## src/rtl/pd_wake_pkg.sv

```systemverilog
package pd_wake_pkg;

    typedef enum logic [1:0] {
        PD_RUN   = 2'b00,
        PD_LIGHT = 2'b01,
        PD_DEEP  = 2'b10,
        PD_WARM  = 2'b11
    } pd_state_e;

    typedef struct packed {
        logic cpu_clk_en;
        logic osc_en;
        logic periph_pd;
    } pd_drive_t;

    typedef enum logic [1:0] {
        REQ_NONE  = 2'b00,
        REQ_LIGHT = 2'b01,
        REQ_DEEP  = 2'b10
    } pd_req_e;

    function automatic pd_drive_t pd_drive(input pd_state_e st);
        pd_drive_t d;
        d.cpu_clk_en = (st == PD_RUN);
        d.osc_en     = (st != PD_DEEP);
        d.periph_pd  = (st == PD_DEEP);
        return d;
    endfunction

    function automatic pd_req_e pd_pick_req(input logic idle_r, input logic stop_r);
        if (idle_r)      return REQ_LIGHT;
        else if (stop_r) return REQ_DEEP;
        else             return REQ_NONE;
    endfunction

endpackage

```

## src/rtl/pd_warmup_timer.sv

```systemverilog
module pd_warmup_timer #(
    parameter int STAB_CYC = 131072,
    localparam int CW = $clog2(STAB_CYC + 1)
) (
    input  logic clk,
    input  logic rst,
    input  logic run,
    output logic done
);
    logic [CW-1:0] cnt;

    assign done = (cnt == CW'(STAB_CYC));

    always_ff @(posedge clk) begin
        if (rst || !run) begin
            cnt <= '0;
        end else if (!done) begin
            cnt <= cnt + CW'(1);
        end
    end

    p_no_overflow_r2: assert property (@(posedge clk) disable iff (rst)
        cnt <= CW'(STAB_CYC));

endmodule

```

## src/rtl/pd_wake_eval.sv

```systemverilog
module pd_wake_eval #(
    parameter int NUM_SRC = 8,
    parameter logic [NUM_SRC-1:0] NOWAKE_MASK = 'b1,
    parameter logic [NUM_SRC-1:0] QUASI_MASK  = 'h84
) (
    input  logic               clk,
    input  logic               rst,
    input  logic [NUM_SRC-1:0] irq_req,
    input  logic [NUM_SRC-1:0] irq_en,
    input  logic               ime,
    output logic               hit,
    output logic [NUM_SRC-1:0] cause,
    output logic               vec
);
    logic [NUM_SRC-1:0] cand;
    logic [NUM_SRC-1:0] vec_ok;

    assign cand  = irq_req & irq_en & ~NOWAKE_MASK;
    assign hit   = |cand;
    assign cause = cand & (~cand + NUM_SRC'(1));

    for (genvar g = 0; g < NUM_SRC; g++) begin : g_src
        if (QUASI_MASK[g]) begin : g_quasi
            assign vec_ok[g] = 1'b0;
        end else begin : g_real
            assign vec_ok[g] = cause[g];
        end
    end

    assign vec = ime & (|vec_ok);

    p_cause_onehot_r8: assert property (@(posedge clk) disable iff (rst)
        $onehot0(cause) && (hit == (cause != '0)));

    p_cause_from_enabled_r6: assert property (@(posedge clk) disable iff (rst)
        (cause & ~(irq_req & irq_en)) == '0);

endmodule

```

## src/rtl/pd_svc_tracker.sv

```systemverilog
module pd_svc_tracker #(
    parameter int NUM_INSTR = 2,
    localparam int TW = $clog2(NUM_INSTR + 1)
) (
    input  logic clk,
    input  logic rst,
    input  logic start,
    input  logic retire,
    output logic pending,
    output logic take
);
    logic [TW-1:0] seen;

    always_ff @(posedge clk) begin
        if (rst) begin
            pending <= 1'b0;
            take    <= 1'b0;
            seen    <= '0;
        end else begin
            take <= 1'b0;
            if (start) begin
                pending <= 1'b1;
                seen    <= '0;
            end else if (pending && retire) begin
                if (seen == TW'(NUM_INSTR - 1)) begin
                    take    <= 1'b1;
                    pending <= 1'b0;
                    seen    <= '0;
                end else begin
                    seen <= seen + TW'(1);
                end
            end
        end
    end

    p_take_after_wait_r9: assert property (@(posedge clk) disable iff (rst)
        take |-> (!pending && $past(pending)));

    p_take_needs_retire_r9: assert property (@(posedge clk) disable iff (rst)
        $rose(take) |-> $past(retire));

endmodule

```

## src/rtl/pd_wake_ctrl.sv

```systemverilog
module pd_wake_ctrl
    import pd_wake_pkg::*;
#(
    parameter int NUM_SRC   = 8,
    parameter int STAB_CYC  = 131072,
    parameter int NUM_INSTR = 2,
    parameter logic [NUM_SRC-1:0] NOWAKE_MASK = 'b1,
    parameter logic [NUM_SRC-1:0] QUASI_MASK  = 'h84
) (
    input  logic               clk,
    input  logic               rst,
    input  logic               req_idle,
    input  logic               req_stop,
    input  logic               ext_clk_sel,
    input  logic               ime,
    input  logic [NUM_SRC-1:0] irq_req,
    input  logic [NUM_SRC-1:0] irq_en,
    input  logic               instr_retire,
    output logic [1:0]         pd_state,
    output logic               cpu_clk_en,
    output logic               osc_en,
    output logic               periph_pd,
    output logic               stop_err,
    output logic               wake_valid,
    output logic               wake_vector,
    output logic [NUM_SRC-1:0] wake_cause,
    output logic               svc_pending,
    output logic               svc_take
);
    pd_state_e          state, state_nx;
    pd_req_e            req;
    pd_drive_t          drv;
    logic               warm_done;
    logic               hit;
    logic               vec;
    logic [NUM_SRC-1:0] cause;
    logic               wake_fire;
    logic               refuse;

    pd_warmup_timer #(.STAB_CYC(STAB_CYC)) i_timer (
        .clk  (clk),
        .rst  (rst),
        .run  (state == PD_WARM),
        .done (warm_done)
    );

    pd_wake_eval #(
        .NUM_SRC    (NUM_SRC),
        .NOWAKE_MASK(NOWAKE_MASK),
        .QUASI_MASK (QUASI_MASK)
    ) i_eval (
        .clk    (clk),
        .rst    (rst),
        .irq_req(irq_req),
        .irq_en (irq_en),
        .ime    (ime),
        .hit    (hit),
        .cause  (cause),
        .vec    (vec)
    );

    assign req = pd_pick_req(req_idle, req_stop);

    always_comb begin
        state_nx  = state;
        wake_fire = 1'b0;
        refuse    = 1'b0;
        unique case (state)
            PD_WARM: begin
                if (warm_done) state_nx = PD_RUN;
            end
            PD_RUN: begin
                if (req == REQ_LIGHT) begin
                    if (hit) wake_fire = 1'b1;
                    else     state_nx  = PD_LIGHT;
                end else if (req == REQ_DEEP) begin
                    if (ext_clk_sel) refuse    = 1'b1;
                    else if (hit)    wake_fire = 1'b1;
                    else             state_nx  = PD_DEEP;
                end
            end
            PD_LIGHT, PD_DEEP: begin
                if (hit) begin
                    wake_fire = 1'b1;
                    state_nx  = PD_RUN;
                end
            end
            default: state_nx = PD_WARM;
        endcase
    end

    always_ff @(posedge clk) begin
        if (rst) begin
            state       <= PD_WARM;
            stop_err    <= 1'b0;
            wake_valid  <= 1'b0;
            wake_vector <= 1'b0;
            wake_cause  <= '0;
        end else begin
            state      <= state_nx;
            stop_err   <= refuse;
            wake_valid <= wake_fire;
            if (wake_fire) begin
                wake_vector <= vec;
                wake_cause  <= cause;
            end else begin
                wake_vector <= 1'b0;
                wake_cause  <= '0;
            end
        end
    end

    pd_svc_tracker #(.NUM_INSTR(NUM_INSTR)) i_svc (
        .clk    (clk),
        .rst    (rst),
        .start  (wake_fire && vec),
        .retire (instr_retire),
        .pending(svc_pending),
        .take   (svc_take)
    );

    assign drv        = pd_drive(state);
    assign pd_state   = state;
    assign cpu_clk_en = drv.cpu_clk_en;
    assign osc_en     = drv.osc_en;
    assign periph_pd  = drv.periph_pd;

    p_sleep_hold_r6: assert property (@(posedge clk) disable iff (rst)
        ((state == PD_LIGHT || state == PD_DEEP) && !(|(irq_req & irq_en & ~NOWAKE_MASK)))
        |=> (pd_state == $past(pd_state)));

    p_stop_refuse_r5: assert property (@(posedge clk) disable iff (rst)
        (state == PD_RUN && req_stop && !req_idle && ext_clk_sel)
        |=> (pd_state == 2'b00 && stop_err));

    p_wake_in_run_r6: assert property (@(posedge clk) disable iff (rst)
        wake_valid |-> (pd_state == 2'b00 && cpu_clk_en));

    p_warm_no_req_r11: assert property (@(posedge clk) disable iff (rst)
        (state == PD_WARM) |=> (pd_state == 2'b11 || pd_state == 2'b00));

endmodule

```

## config.mk

```make
export PLATFORM = sky130hd
export DESIGN_NAME = pd_wake_ctrl
export DESIGN_NICKNAME = d
export VERILOG_FILES = /design/src/rtl/pd_wake_pkg.sv /design/src/rtl/pd_warmup_timer.sv /design/src/rtl/pd_wake_eval.sv /design/src/rtl/pd_svc_tracker.sv /design/src/rtl/pd_wake_ctrl.sv
export SDC_FILE = /design/constraint.sdc
export NUM_CORES = 1
export LEC_CHECK = 0
export BUFFER_PORTS_ARGS = -buffer_cell sky130_fd_sc_hd__buf_2
export CAP_MARGIN = 10
export CELL_PAD_IN_SITES_DETAIL_PLACEMENT = 0
export CELL_PAD_IN_SITES_GLOBAL_PLACEMENT = 1
export CORE_ASPECT_RATIO = 0.75
export CORE_MARGIN = 3
export CORE_UTILIZATION = 35
export CTS_CLUSTER_DIAMETER = 150
export DETAILED_ROUTE_END_ITERATION = 7
export GPL_ROUTABILITY_DRIVEN = 1
export PLACE_DENSITY_LB_ADDON = 0.25
export SYNTH_ARGS = -nofsm -noshare
export SYNTH_HDL_FRONTEND = slang
export SYNTH_SLANG_ARGS = --single-unit
export TNS_END_PERCENT = 100
```

## constraint.sdc

```tcl
create_clock -name clk -period 2.9 [get_ports clk]
set_input_delay 0.58 -clock clk [delete_from_list [all_inputs] [get_ports clk]]
set_output_delay 0.58 -clock clk [all_outputs]
set_load 0.1 [all_outputs]
```

==> results of run 1 <==
synth_stat cells, types with 2 or more instances:
cell type | number | area [sq um]
or3_1 | 3 | 18.77
a222oi_1 | 2 | 20.02
inv_1 | 11 | 41.29
xor2_1 | 8 | 70.07
nor2_1 | 26 | 97.59
xnor2_1 | 7 | 61.31
and3_1 | 3 | 18.77
and4_1 | 2 | 17.52
and2_1 | 5 | 31.28
nand3_1 | 9 | 45.04
nand2b_1 | 2 | 12.51
nor3_1 | 3 | 15.01
clkbuf_1 | 3 | 11.26
o21ai_0 | 4 | 20.02
dfxtp_1 | 34 | 680.7
a221o_1 | 2 | 20.02
nor3b_1 | 4 | 30.03
ha_1 | 6 | 75.07
nand2_1 | 10 | 37.54
nand4_1 | 6 | 37.54
a21oi_1 | 6 | 30.03
area by class of cell:
class | instances | area (sq um) | share of cell area
repair buffers | 37 | 185.2 | 0.09913
clock buffers | 6 | 82.58 | 0.04421
well taps | 55 | 68.82 | 0.03684
flip-flops and latches | 34 | 680.7 | 0.3644
multi-input cells | 124 | 809.5 | 0.4334
inverters | 11 | 41.29 | 0.02210
cells in the final DEF (no fill, tap or decap), types with 3 or more instances in the layout:
| master | n |
|---|---|
| nand3_1 | 9 |
| or3_1 | 3 |
| nand2_1 | 10 |
| dfxtp_1 | 34 |
| xor2_1 | 8 |
| inv_1 | 11 |
| buf_2 | 37 |
| ha_1 | 4 |
| o21ai_0 | 4 |
| nor3_1 | 3 |
| nand4_1 | 6 |
| a21oi_1 | 6 |
| nor3b_1 | 4 |
| and3_1 | 3 |
| and2_1 | 5 |
| nor2_1 | 26 |
| clkbuf_8 | 6 |
| xnor2_1 | 7 |
per-layer routing:
| layer | vias up | track usage | wire [microns] |
|---|---|---|---|
| met5 | - | 0 | 0 |
| met4 | 0 | 0.06735 | 61 |
| met3 | 6 | 0.04706 | 207 |
| met2 | 37 | 0.2150 | 1402 |
| met1 | 586 | 0.1597 | 1489 |
| li1 | 678 | - | - |
through the flow:
| stage | hold WS, ps | util | setup WS [ps] | std cells |
|---|---|---|---|---|
| floorplan | 405.3 | - | 39.51 | 174 |
| global placement | 422.1 | 0.4298 | 765.2 | 261 |
| detailed placement | 434.8 | 0.4298 | 717.0 | 261 |
| CTS | 448.4 | 0.4497 | 823.3 | 267 |
| global route | 478.9 | 0.4497 | 650.4 | 267 |
| finish | 441.9 | 0.4497 | 822.5 | 267 |
worst min-delay path by stage:
| stage | endpoint | cells past startpoint | slack (ps) | start |
|---|---|---|---|---|
| 2_1_floorplan | i_svc.take | 1 | 410 | i_svc.seen[1] |
| 4_1_cts | i_svc.take | 1 | 450 | i_svc.seen[1] |
| 3_3_place_gp | i_svc.take | 1 | 420 | i_svc.seen[1] |
| 3_5_place_dp | i_svc.take | 1 | 430 | i_svc.seen[1] |
| 6_report | i_svc.take | 1 | 440 | i_svc.seen[1] |
| 5_1_grt | i_svc.take | 1 | 480 | i_svc.seen[1] |
worst register-to-register path: stages (launching register included):
cell and delay, ps:
dfxtp_1 320, inv_1 90, ha_1 150, nor4b_1 230
nand4_1 180, nor4b_4 500, o211ai_2 140, a221o_1 360
cell families after synthesis:
family / after synthesis / synth area share
AO/OA/AOI/OAI: 19 / 0.08562
XOR/XNOR: 15 / 0.08482
adder cells (fa/ha/maj): 6 / 0.04846
buffers and inverters: 16 / 0.04119
flip-flops: 34 / 0.4394
multiplexers: 1 / 0.006462
other: 1 / 0.002421
AND/OR/NAND/NOR: 82 / 0.2916
state kept, by name, summed over array words and instances (netlist names):
signal,count
i_timer.cnt,18
wake_cause,7
i_svc.seen,2
pd_state,2
i_svc.pending,1
i_svc.take,1
stop_err,1
wake_valid,1
wake_vector,1
power by group through the flow:
stage | clock network (mW) | logic, mW | registers, mW
final | 0.333 | 0.392 | 0.510
after global placement | 0 | 0.390 | 0.519
after global routing | 0.371 | 0.421 | 0.515
after floorplan | 0 | 0.208 | 0.641
after CTS | 0.347 | 0.394 | 0.510
after detailed placement | 0 | 0.394 | 0.520
==> flow_summary.toml, run 1 <==
[sta]
max_slew_margin = 0.5495
hold_viol_final = 0
tns_ps = 0
min_period_ps = 2078
clock-skew-final_ps = 1.515
max_freq_mhz = 481.3
worst_pin_slew_ps = 675.7
finalSetupViolCount = 0
rsz0062_at_grt = "false"
fin_crit_sh = 0.7164
drv_slew = 0

[place]
placed_area_sq_um = 1785
routabilityCongestion = 0.7518
io_buffers = 37
post-dp-hpwl_mm = 2.467

[clock_network]
clock_latency_ps = 280
root_buffer = "clkbuf_8"
hold_buffers = 0
ctsLongestPathBuffers = 2
cts_resized = 0
clkSinkCount = 34
post_cts_buffers = 0
htree_levels = 2
cts_tree = "yes"
cts_made_buffers = 5
path_clk_slew_ps = 60

[floorplan]
ioPinCount = 41
start_util = 0.3729
die_h_microns = 63.62
die_area_sq_um = 5268
die_w_microns = 82.82
row_count = 20
core_sq_um = 4154

[setup_path]
cp-startpoint = "i_timer.cnt[0]"
cp_cell_sequence = "inv_1 -> ha_1 -> nor4b_1 -> nand4_1 -> nor4b_4 -> o211ai_2 -> a221o_1"
worstPathRequired_ps = 3060
critPathArrivalTime_ps = 2240
path_buf_inv = 1
cp_slowest_cell = "nor4b_4"
endpoint_kind = "register"
reg2reg_to = "pd_state[0]"
critPathTopFamily = "simple AND/OR/NAND/NOR gates"
path_max_fanout = 6
crit_path_end = "pd_state[0]"
r2r_start = "i_timer.cnt[0]"
path_depth = 7
slowest_delay_ps = 500
worst-setup-path-type = "register to register"
worst_setup_path_start_kind = "register"
reg2reg_depth = 7
worst-r2r-setup-slack_ps = 820

[layout]
antennaDiodeCount = 0
fin_area_sq_um = 1868
syn2layout_area_growth_pct = 20.60
drive_gt1_frac = 0.2311
fillers = 408
final_nets = 242

[grt]
antenna_found_initial = 0
grt_max_degree = 19
grt_pass1_wl_mm = 5.651
track_usage = 0.1342
grt.overflow.total = 0
first_global_vias = 1319

[route]
wl_mm = 3.160
num_vias = 1307
drcViolationCount = 0
ant_nets = 0
vias_per_cell = 4.895
wl_per_cell_microns = 11.84
initialDrtViolationCount = 53
drtPass1Iterations = 4

[run_status]
status = "finished clean"

[pwr]
seqPwrFrac = 0.413
p_total_mw = 1.235
combPwrFrac = 0.317
pwr_density_cell_nw_per_um2 = 661.3
p_clk_frac = 0.270
p_leak_nw = 0.7588
p_sw_frac = 0.3831
net-switching-power_uw = 473.3
p_int_uw = 762.0
peakVddDrop_v = 0.0002849

[yosys]
ys_seq_area_frac = 0.4394
synth_cells = 174
synth-main-ff-cell = "dfxtp_1"
synth-async-reset-ratio = 0
yosysWarnings = 0
synth_edf_count = 0
syn_nets = 203
ys_ff_latch = 34
avgSynthCellArea_sq_um = 8.902
synth_cell_type_count = 39
syn_area_sq_um = 1549

[min_path]
min_path_type = "register to register"

[flow_run]
maxCapViolCount = 0
(Power assumes the default switching activity.)
==> inputs of run 2 (changes only) <==
--- a/config.mk
+++ b/config.mk
@@ -11,7 +11,7 @@
 export CELL_PAD_IN_SITES_GLOBAL_PLACEMENT = 1
 export CORE_ASPECT_RATIO = 0.75
 export CORE_MARGIN = 3
-export CORE_UTILIZATION = 35
+export CORE_UTILIZATION = 34
 export CTS_CLUSTER_DIAMETER = 150
 export DETAILED_ROUTE_END_ITERATION = 7
 export GPL_ROUTABILITY_DRIVEN = 1
==> constraint.sdc (replaced) <==
create_clock -name clk -period 1.9 [get_ports clk]
set_input_delay 0.38 -clock clk [delete_from_list [all_inputs] [get_ports clk]]
set_output_delay 0.38 -clock clk [all_outputs]
set_load 0.1 [all_outputs]
==> run 2 against run 1 <==
Net effect:
- core utilization up 3.4 points
- highest routed layer unchanged
- total power grew 63%
- final cell count up 4.5%
- hold slack lost 110 ps
- fmax grew 17%
- largest cell class unchanged
- flip-flop and latch count unchanged
- wire length rose by 7.4%
- setup slack worse by 700 ps
==> flow_summary.toml, run 2 (same netlist as run 1, synthesis figures left out) <==
[sta]
max_freq_mhz = 563.5
finalSetupViolCount = 0
drv_slew = 0
whs_ps = 336.5
rsz0062_at_grt = "true"
hold_viol_final = 0
min_period_ps = 1775
fin_ws_ps = 125.4
fin_crit_sh = 0.9340
tns_ps = 0
clock-skew-final_ps = 8.549

[setup_path]
worstPathRequired_ps = 2070
endpoint_kind = "register"
worst_setup_path_start_kind = "register"
critPathArrivalTime_ps = 1940
worst_path_most_repeated_cell = "nor4b_4"
path_max_fanout = 3
worst-setup-path-type = "register to register"
slowest_delay_ps = 340
cp_slowest_cell = "a221o_1"
path_buf_inv = 1
cp_cell_sequence = "inv_2 -> ha_4 -> nor4b_4 -> nand4_1 -> nor4b_4 -> o211ai_2 -> a221o_1"
critPathTopFamily = "simple AND/OR/NAND/NOR gates"

[floorplan]
die_w_microns = 83.94
core_sq_um = 4204
start_util = 0.3685
die_h_microns = 64.46
ioPinCount = 41
row_count = 20
die_area_sq_um = 5410

[route]
highest_layer = "met4"
drtPass1Iterations = 4
met3_length_microns = 226
initialDrtViolationCount = 73
drcViolationCount = 0
met2_length_mm = 1.445
wl_met1_mm = 1.686
wl_per_cell_microns = 12.16
vias_per_cell = 4.724
num_vias = 1318
wl_mm = 3.393
ant_nets = 0

[place]
io_buffers = 37
post-dp-hpwl_mm = 2.648
routabilityCongestion = 0.7501
post-place-ws_ps = -30.53

[pwr]
p_leak_nw = 0.8311
p_total_mw = 2.016
pwr_density_cell_nw_per_um2 = 991.7
peakVddDrop_v = 0.0005262

[grt]
first_global_vias = 1344
grt_max_degree = 11
antenna_found_initial = 0
grt_pass1_wl_mm = 5.989
grt.overflow.total = 0
track_usage = 0.1390

[layout]
syn2layout_area_growth_pct = 31.26
antennaDiodeCount = 0
top_regs = "i_timer.cnt: 18 flops, wake_cause: 7 flops"
final_cell_mix = "buf_2 (37), dfxtp_1 (30), nor2_1 (26)"
final_common_cell = "buf_2"
largest_reg_flops = 18
max_flop_register = "i_timer.cnt"
final_nets = 252
postLayoutCoreUtil = 0.4836
drive_gt1_frac = 0.3348

[clock_network]
cts_tree = "yes"
ctsLongestPathBuffers = 2
clkSinkCount = 34
htree_levels = 2
hold_buffers = 0
root_buffer = "clkbuf_8"
clock_latency_ps = 280
cts_made_buffers = 5
path_clk_slew_ps = 70

[run_status]
status = "finished clean"

[flow_run]
maxCapViolCount = 0

[min_path]
min_path_type = "primary input to register"
[run 2: changes by cell type in the layout (fill, tap and decap cells not counted), sizes merged]
cell,change
buf,+10
clkbuf,+1
clkinv,+1
clkinvlp,+1
inv,-1
[run 2: worst paths after layout]
| path | end | depth (start not counted) | slack (ps) | start |
|---|---|---|---|---|
| max reg2reg | pd_state[0] | 7 | 130 | i_timer.cnt[1] |
| min reg2reg | i_svc.take | 1 | 460 | i_svc.seen[1] |
| min | wake_cause[6] | 3 | 340 | irq_en[6] |
| max | pd_state[0] | 7 | 130 | i_timer.cnt[1] |
[run 2: cell type report]
cell class                 count  area [sq um]
fill                         418          2171
multi-input combinational    124         874.6
sequential                    34         690.7
timing repair buffer          47         260.3
clock buffer                   7         86.33
tap                           55         68.82
inverter                      11         47.55
clock inverter                 1         5.005
[run 2: worst reg2reg max path: stages (launching register included)]
cell and delay (ps):
dfxtp_2 330, inv_2 60, ha_4 120, nor4b_4 170
nand4_1 180, nor4b_4 330, o211ai_2 120, a221o_1 340
[run 2: layer usage]
layer	vias to the layer above	GRT usage
met5	-	0
li1	692	-
met2	26	0.2054
met1	595	0.1832
met3	5	0.06099
met4	0	0.04217
[run 2: through the flow]
stage | cells | instance area, sq um
after global routing | 279 | 2033
after global placement | 268 | 1883
after CTS | 276 | 1981
after detailed placement | 268 | 1883
final | 279 | 2033
after floorplan | 174 | 1599
[run 2: repair_timing]
action / CTS / global route
cloned: 0 / 0
endpoints found under the setup margin: 3 / 3
resized for setup: 1 / 8
setup buffers: 0 / 3
pin swaps: 2 / 4
[run 2: report_power, final]
group / total [mW] / switching [mW] / internal (mW)
logic: 0.690 / 0.494 / 0.196
clock network: 0.533 / 0.241 / 0.292
registers: 0.794 / 0.0375 / 0.756
==> inputs of run 3 (changes only) <==
--- a/config.mk
+++ b/config.mk
@@ -15,6 +15,7 @@
 export CTS_CLUSTER_DIAMETER = 150
 export DETAILED_ROUTE_END_ITERATION = 7
 export GPL_ROUTABILITY_DRIVEN = 1
+export GPL_TIMING_DRIVEN = 0
 export PLACE_DENSITY_LB_ADDON = 0.25
 export SYNTH_ARGS = -nofsm -noshare
 export SYNTH_HDL_FRONTEND = slang
==> run 3 against run 2 <==
Net effect:
- global-route usage fell by 0.066 points
- clock power rose by 3.9%
- cell area fell by 1.4%
- fmax decreased by 1.3%
- first-iteration DRC count down 19%
- combinational power fell by 3.2%
- hold slack got worse by 3.4 ps
- count of clock-buffer cells in the layout unchanged
==> flow_summary.toml, run 3 (same netlist as run 1, synthesis figures left out) <==
[min_path]
hold_end = "wake_cause[6]"
hold_depth = 3
min_path_type = "primary input to register"
min_from = "irq_en[6]"

[sta]
hold_viol_final = 0
tns_ps = 0
fin_crit_sh = 0.9463
min_period_ps = 1798
whs_ps = 333.1
drv_slew = 0
fin_ws_ps = 102.0
finalSetupViolCount = 0
clock-skew-final_ps = 8.359
max_freq_mhz = 556.2

[clock_network]
root_buffer = "clkbuf_8"
clock_latency_ps = 290
clkSinkCount = 34
cts_made_buffers = 5
cts_tree = "yes"
ctsLongestPathBuffers = 2
hold_buffers = 0
htree_levels = 2
path_clk_slew_ps = 70

[setup_path]
path_max_fanout = 3
cp_slowest_cell = "a221o_1"
slowest_delay_ps = 350
r2r_start = "i_timer.cnt[0]"
reg2reg_to = "pd_state[0]"
worst_path_most_repeated_cell = "nor4b_4"
worst-setup-path-type = "register to register"
worst-r2r-setup-slack_ps = 100
cp_cell_sequence = "inv_2 -> ha_4 -> nor4b_4 -> nand4_1 -> nor4b_4 -> o211ai_2 -> a221o_1"
worst_setup_path_start_kind = "register"
critPathArrivalTime_ps = 1970
worstPathRequired_ps = 2070
endpoint_kind = "register"
reg2reg_depth = 7

[floorplan]
die_area_sq_um = 5410
row_count = 20
core_sq_um = 4204
start_util = 0.3685
ioPinCount = 41
die_w_microns = 83.94
die_h_microns = 64.46

[route]
ant_nets = 0
drtPass1Iterations = 4
wl_mm = 3.508
vias_per_cell = 4.953
initialDrtViolationCount = 59
drcViolationCount = 0
wl_per_cell_microns = 12.66
num_vias = 1372

[grt]
first_global_vias = 1323
grt_use_met3 = 0.04701
track_usage = 0.1383
grt.overflow.total = 0
grt_pass1_wl_mm = 5.975
met1_usage = 0.1781
grt-busiest-layer = "met2"
use_met2 = 0.2173
antenna_found_initial = 0
grt_max_degree = 11

[flow_run]
maxCapViolCount = 0

[run_status]
status = "finished clean"

[place]
post-place-ws_ps = -238.4
io_buffers = 36
post-dp-hpwl_mm = 2.693
placed_area_sq_um = 1848
routabilityCongestion = 0.7415

[layout]
final_common_cell = "buf_2"
largest_reg_flops = 18
final_cell_mix = "buf_2 (36), dfxtp_1 (30), nor2_1 (26)"
top_regs = "i_timer.cnt: 18 flops, wake_cause: 7 flops"
postLayoutCoreUtil = 0.4768
syn2layout_area_growth_pct = 29.40
antennaDiodeCount = 0
fin_area_sq_um = 2004
max_flop_register = "i_timer.cnt"
final_nets = 250
drive_gt1_frac = 0.3108

[pwr]
peakVddDrop_v = 0.0006877
p_leak_nw = 0.8043
pwr_density_cell_nw_per_um2 = 1006
## run 3: cell types whose count changed in the layout (fill, tap and decap cells not counted)
cell,change
buf_4,-5
clkbuf_1,+3
buf_1,+1
buf_2,-1
nor3_1,-1
nor3_2,+1
nor4_1,+1
nor4_2,-1
## run 3: worst max-delay path by stage
stage                         startpoint               to  slack [ps]  cells after the start
after floorplan              pd_state[0]    wake_cause[4]         -20                      6
after global placement    i_timer.cnt[0]      pd_state[0]        -190                      7
after detailed placement  i_timer.cnt[0]      pd_state[0]        -240                      7
after CTS                 i_timer.cnt[0]      pd_state[0]          70                      7
after global routing      i_timer.cnt[2]  i_timer.cnt[17]         -30                      6
final                     i_timer.cnt[0]      pd_state[0]         100                      7
## run 3: final cells by class
| class | instances | area (sq um) |
|---|---|---|
| Tap cell | 55 | 68.82 |
| Clock buffer | 7 | 86.33 |
| Clock inverter | 1 | 5.005 |
| Sequential cell | 34 | 690.7 |
| Fill cell | 418 | 2200 |
| Buffer | 5 | 22.52 |
| Multi-Input combinational cell | 124 | 873.3 |
| Inverter | 11 | 47.55 |
| Timing Repair Buffer | 40 | 210.2 |
## run 3: worst max-delay path, delay by kind of cell (launching register included)
| kind | cells | cell delay [ps] |
|---|---|---|
| fa+ha+maj | 1 | 130 |
| buf+inv | 1 | 80 |
| compound gates | 2 | 460 |
| simple gates | 3 | 670 |
| flops | 1 | 330 |
## run 3: per-layer routing
layer | share of wire | routed length [microns]
met3 | 0.054 | 189
met5 | 0 | 0
met4 | 0.014 | 49
met2 | 0.45 | 1578
met1 | 0.48 | 1690
## run 3: repair_timing
action                                  in CTS  in global routing
buffers inserted                             1                  3
pin swaps                                    2                  6
endpoints found under the setup margin       5                  8
gates resized for setup                      1                  8
## run 3: metrics by stage
step / cells / power (mW)
6_report: 277 / 2.017
3_5_place_dp: 265 / 1.454
4_1_cts: 274 / 2.005
2_1_floorplan: 174 / 1.342
3_3_place_gp: 265 / 1.439
5_1_grt: 277 / 2.122
## run 3: power by group
group | switching (mW) | internal (mW) | total [mW] | leakage (nW)
registers | 0.0386 | 0.756 | 0.795 | 0.276
clock network | 0.262 | 0.292 | 0.554 | 0.0482
logic | 0.489 | 0.179 | 0.668 | 0.480
